$ cat src/rtl/lock_seq_monitor.sv
module lock_seq_monitor #(
  parameter int ADDR_W      = 32,
  parameter int REGION_BITS = 12,
  localparam int REGION_W   = ADDR_W - REGION_BITS
) (
  input  logic                clk,
  input  logic                rst_n,
  input  logic                clr,
  input  logic [1:0]          xfer_type,
  input  logic                lock,
  input  logic [ADDR_W-1:0]   addr,
  input  logic                ready,
  output logic                in_lock,
  output logic                region_valid,
  output logic [REGION_W-1:0] region,
  output logic                err_region,
  output logic                warn_lead_idle,
  output logic                warn_trail_idle,
  output logic                warn_empty_lock,
  output logic                warn_no_gap,
  output logic [2:0]          first_code
);

  logic seen, trail;
  logic [REGION_W-1:0] cur_region;
  logic active, lk_beat, end_beat;
  logic ev_region, ev_lead, ev_trail, ev_empty, ev_nogap;
  logic [2:0] ev_code, code_base;

  assign active     = xfer_type[1];
  assign cur_region = addr[ADDR_W-1:REGION_BITS];
  assign lk_beat    = ready & lock;
  assign end_beat   = ready & ~lock & in_lock;

  assign ev_region = lk_beat & in_lock & active & seen & (cur_region != region);
  assign ev_lead   = lk_beat & in_lock & active & ~seen;
  assign ev_trail  = end_beat & seen & trail;
  assign ev_empty  = end_beat & ~seen;
  assign ev_nogap  = end_beat & active;

  assign region_valid = in_lock & seen;

  always_comb begin
    if (ev_region)     ev_code = 3'd1;
    else if (ev_lead)  ev_code = 3'd2;
    else if (ev_trail) ev_code = 3'd3;
    else if (ev_empty) ev_code = 3'd4;
    else if (ev_nogap) ev_code = 3'd5;
    else               ev_code = 3'd0;
  end

  assign code_base = clr ? 3'd0 : first_code;

  always_ff @(posedge clk) begin
    if (!rst_n) begin
      in_lock <= 1'b0;
      seen    <= 1'b0;
      trail   <= 1'b0;
      region  <= '0;
    end else if (ready) begin
      if (lock) begin
        in_lock <= 1'b1;
        if (active) begin
          trail <= 1'b0;
          if (!seen) begin
            seen   <= 1'b1;
            region <= cur_region;
          end
        end else begin
          trail <= seen;
        end
      end else begin
        in_lock <= 1'b0;
        seen    <= 1'b0;
        trail   <= 1'b0;
      end
    end
  end

  always_ff @(posedge clk) begin
    if (!rst_n) begin
      err_region      <= 1'b0;
      warn_lead_idle  <= 1'b0;
      warn_trail_idle <= 1'b0;
      warn_empty_lock <= 1'b0;
      warn_no_gap     <= 1'b0;
      first_code      <= 3'd0;
    end else begin
      if (clr) begin
        err_region      <= 1'b0;
        warn_lead_idle  <= 1'b0;
        warn_trail_idle <= 1'b0;
        warn_empty_lock <= 1'b0;
        warn_no_gap     <= 1'b0;
      end
      if (ev_region) err_region      <= 1'b1;
      if (ev_lead)   warn_lead_idle  <= 1'b1;
      if (ev_trail)  warn_trail_idle <= 1'b1;
      if (ev_empty)  warn_empty_lock <= 1'b1;
      if (ev_nogap)  warn_no_gap     <= 1'b1;
      if (code_base == 3'd0 && ev_code != 3'd0) first_code <= ev_code;
      else first_code <= code_base;
    end
  end

  AST_WAIT_HOLDS: assert property (@(posedge clk) disable iff (!rst_n)
    !ready |=> $stable(in_lock) && $stable(region_valid) && $stable(region));

  AST_REGION_HELD: assert property (@(posedge clk) disable iff (!rst_n)
    region_valid && in_lock && !(ready && !lock) |=> region_valid && $stable(region));

  AST_REGION_STICKY: assert property (@(posedge clk) disable iff (!rst_n)
    err_region && !clr |=> err_region);

  AST_NOGAP_STICKY: assert property (@(posedge clk) disable iff (!rst_n)
    warn_no_gap && !clr |=> warn_no_gap);

  AST_EMPTY_AT_END: assert property (@(posedge clk) disable iff (!rst_n)
    $rose(warn_empty_lock) |-> $past(in_lock && ready && !lock));

  AST_CODE_MATCH: assert property (@(posedge clk) disable iff (!rst_n)
    (first_code != 3'd0) == (err_region | warn_lead_idle | warn_trail_idle
                             | warn_empty_lock | warn_no_gap));

endmodule

$ cat config.mk
export PLATFORM = sky130hd
export DESIGN_NAME = lock_seq_monitor
export DESIGN_NICKNAME = d
export VERILOG_FILES = /design/src/rtl/lock_seq_monitor.sv
export SDC_FILE = /design/constraint.sdc
export NUM_CORES = 1
export LEC_CHECK = 0
export BUFFER_PORTS_ARGS = -buffer_cell sky130_fd_sc_hd__buf_2
export CORE_MARGIN = 4
export CORE_UTILIZATION = 47
export CTS_CLUSTER_DIAMETER = 60
export DETAILED_ROUTE_END_ITERATION = 6
export HOLD_SLACK_MARGIN = 0.06
export PLACE_DENSITY_LB_ADDON = 0.1
export SYNTH_ARGS = -nofsm -noshare
export SYNTH_HDL_FRONTEND = slang
export SYNTH_SLANG_ARGS = --single-unit
$ cat constraint.sdc
create_clock -name clk -period 1.8 [get_ports clk]
set_clock_uncertainty 0.15 [all_clocks]
set_input_delay 0.36 -clock clk [delete_from_list [all_inputs] [get_ports clk]]
set_output_delay 0.36 -clock clk [all_outputs]
set_load 0.01 [all_outputs]
==> run_results.csv <==
group,metric,value,unit
setup_path,worstSetupEndpointType,"output port",
timing,rsz0062_at_grt,"no",
route,drt-pass1-iter-count,4,
clock_network,clk_latency,0.33,ns
setup_path,reg2reg_from,"seen$_SDFFE_PN0P_",
final_layout,multi_input_combinational_cell_area,947,µm²
outcome,run_status,"complete, no violations",
timing,setup_viol,0,
setup_path,crit_path_max_incr_delay,0.54,ns
setup_path,worst-setup-path-type,"reg2out",
die,core.rowCount,21,
logic_synthesis,share_of_synthesized_area_spent_on_multiplexers,0.00603,
pwr,power.switching,0.364,mW
placement,dp_hpwl,2800,µm
placement,place.port_buffers,55,
logic_synthesis,asyncSetResetFlopFracSynth,0,
logic_synthesis,postSynth.topFlopCell,"dfxtp_1",
min_path,worstHoldStart,"addr[17]",
grt,grt_pass1_vias,1335,
clock_network,clock_tree.buffer_depth,2,
setup_path,worst-r2r-setup-slack,0.30,ns
setup_path,worst-path-stages,2,
route,detail_route.iter0.violations,40,
clock_network,tritoncts,"yes",
setup_path,length_in_cells_of_the_worst_reg_to_reg_path,4,
pwr,power.switching_fraction,0.251,
die,die_w,67.4,µm
placement,place.gp.congestion,0.807,
final_layout,count_of_non_filler_cells_in_the_finished_layout,280,
pwr,vdd.ir_drop.worst,0.000379,V
timing,finalHoldViolCount,0,
final_layout,fillerInstances,330,
placement,placed_cells_incl_taps,273,
pwr,power_report.internal_total,1.09,mW
grt,grt_antenna_before_repair,0,
die,vertical_extent_of_the_die,67.4,µm
timing,fin_hold_ws,0.130,ns
final_layout,final_layout_size_suffix_gt1_frac,0.466,
route,drc,0,
logic_synthesis,syn_area,0.00166,mm²
logic_synthesis,synth_commonest_cells,"dfxtp_1, nand2_1, nand2_2",
clock_network,cts_resized,0,
logic_synthesis,yosys.area_share.xor_xnor,0.106,
logic_synthesis,synth-seq-area-share,0.374,
logic_synthesis,syn_inst,181,
setup_path,timing.critical_path.cells,"and2_1, buf_2",
final_layout,design.final.nets,273,
final_layout,antenna_diodes,0,
pwr,sequentialPowerShare,0.502,
logic_synthesis,synthDominantCellAreaShare,0.374,
min_path,worst_hold_stages,3,
setup_path,critical-path-top-delay-family,"flip-flops",
logic_synthesis,synth.top_cells.by_area,"dfxtp_1, a21boi_2, xnor2_1, nand2_2, nand2_1",
clock_network,cts.root.buffer_cell,"clkbuf_4",
final_layout,layout.area.seq,621,µm²
setup_path,critPathArrivalTime,1.17,ns
min_path,worstHoldPathType,"in2reg",
die,floorplan.die_area,0.00454,mm²
logic_synthesis,share_of_the_synthesized_area_in_compound_gates_ao_oa_aoi_oai,0.213,
grt,grtUsageTotal,0.178,
logic_synthesis,yosys_warnings,0,
logic_synthesis,synth.ff_latch_count,31,
timing,worstMarginPinSlew,0.435,ns
setup_path,critPathSlowestCell,"dfxtp_1",
final_layout,area_growth_syn_to_layout,20.8,%
die,fp.coreArea,0.00336,mm²
logic_synthesis,synth_top_family_by_area,"simple AND/OR/NAND/NOR gates",
route,post_drt_via_cell_ratio,4.96,
route,total_wire_length,3660,µm
timing,slew-limit-headroom,0.710,
clock_network,cts_post_setup_buffers_inserted,0,
job,max_cap_viol_count,0,
route,avgRoutedWirePerCell,13.1,µm
timing,timing.final.max_slew_violations,0,
route,antenna_violating_nets_post_route,0,
setup_path,rr_endpoint,"first_code[0]$_SDFF_PN0_",
pwr,p_per_area,723,mW/mm²
final_layout,post-route-cell-area,0.00200,mm²
placement,post-place-ws,0.175,ns
pwr,clock_share_of_power,0.361,
logic_synthesis,post_synth_and_or_nand_nor_area_fraction,0.246,
clock_network,clk_pin_slew_worst_paths,0.10,ns
setup_path,critPathRequiredTime,1.29,ns
timing,setup_total_negative_slack,0,ns
clock_network,clock_tree.htree_level_count,2,
grt,overflow,0,
clock_network,post_cts_hold_buffer_count,0,
logic_synthesis,syn_avg_cell_area,9.17,µm²
logic_synthesis,yosysMostFrequentCell,"dfxtp_1",
setup_path,combined_buffer_and_inverter_count_along_the_critical_path,1,
grt,grt_pass1_wl,6060,µm
die,initial_utilization,0.493,
setup_path,start_kind,"flip-flop",
die,io-pin-count,69,
timing,worst_slack,0.123,ns
pwr,power.share.combinational,0.137,
route,routed-via-count,1390,
pwr,leakagePower,0.777,nW
timing,final_min_period_over_clock_period,0.932,
logic_synthesis,post_synth_num_cell_types,33,
grt,grt_start_max_net_pins,32,
clock_network,cts-buffers-inserted,5,
timing,fmaxAchievable,0.596,GHz
min_path,min_to,"region[5]$_SDFFE_PN0P_",
clock_network,clock-sinks,31,
pwr,finalPower,1.45,mW
logic_synthesis,synth_adder_area_share,0,
logic_synthesis,synth_enable_flop_cells,0,
setup_path,path_max_fanout,10,
logic_synthesis,postSynthNetCount,220,
placement,postPlaceCellArea,0.00193,mm²
timing,final_period_minus_worst_setup_slack,1.68,ns
final_layout,layout.core_utilization,0.596,
logic_synthesis,yosys.area.top_type,"dfxtp_1",
## worst max path at each step
stage	start	to
2_1_floorplan	lock	region[4]$_SDFFE_PN0P_
3_3_place_gp	lock	region[19]$_SDFFE_PN0P_
3_5_place_dp	lock	region[16]$_SDFFE_PN0P_
4_1_cts	seen$_SDFFE_PN0P_	region_valid
5_1_grt	seen$_SDFFE_PN0P_	region_valid
6_report	seen$_SDFFE_PN0P_	region_valid
## cells in the final DEF, fill, tap and decap left out, drive strengths merged
master	instances
inv	4
o211ai	2
xnor2	20
dfxtp	31
o2111ai	1
a21oi	5
buf	57
or3	1
nor3b	1
bufinv	1
nand3	1
clkbuf	6
nor2	7
nor2b	7
nand3b	1
o32ai	2
mux2i	1
nor3	4
nand2b	2
nand4	6
o21ai	5
and2	2
nand2	43
a21boi	23
o21a	1
## power groups by stage
stage	clock network (mW)	registers, mW	logic, mW
floorplan	0	0.747	0.126
global placement	0	0.742	0.195
detailed placement	0	0.744	0.200
CTS	0.535	0.728	0.201
global route	0.573	0.732	0.220
finish	0.523	0.728	0.198
## metal layers
layer,global-route usage,wire (µm),vias to the layer above
met5,0,0,-
met4,0.0532,41,0
met3,0.0616,220,6
met2,0.288,1760,36
met1,0.222,1650,642
li1,-,-,706
## tightest hold or removal path, delay by kind of cell
family / cells / cell delay [ns]
simple gates: 1 / 0.06
compound gates: 1 / 0.04
buf+inv: 1 / 0.11
## final cells by class
cell class / instances / share of cell area
Multi-Input combinational cell: 135 / 0.473
Sequential cell: 31 / 0.310
Clock buffer: 6 / 0.0206
Inverter: 4 / 0.00874
Clock inverter: 1 / 0.0150
Timing Repair Buffer: 57 / 0.145
Tap cell: 46 / 0.0287
## kinds of logic after synthesis
group                  Yosys count
multiplexers                     1
buffers and inverters           15
AND/OR/NAND/NOR                 75
flip-flops                      31
XOR/XNOR                        20
AO/OA/AOI/OAI                   39
## state kept, by name (all words and copies together) (netlist names)
register         flops
first_code           3
trail                1
warn_lead_idle       1
warn_no_gap          1
in_lock              1
warn_trail_idle      1
seen                 1
region              20
err_region           1
warn_empty_lock      1
Note: power is estimated with default switching activity, not from simulation.
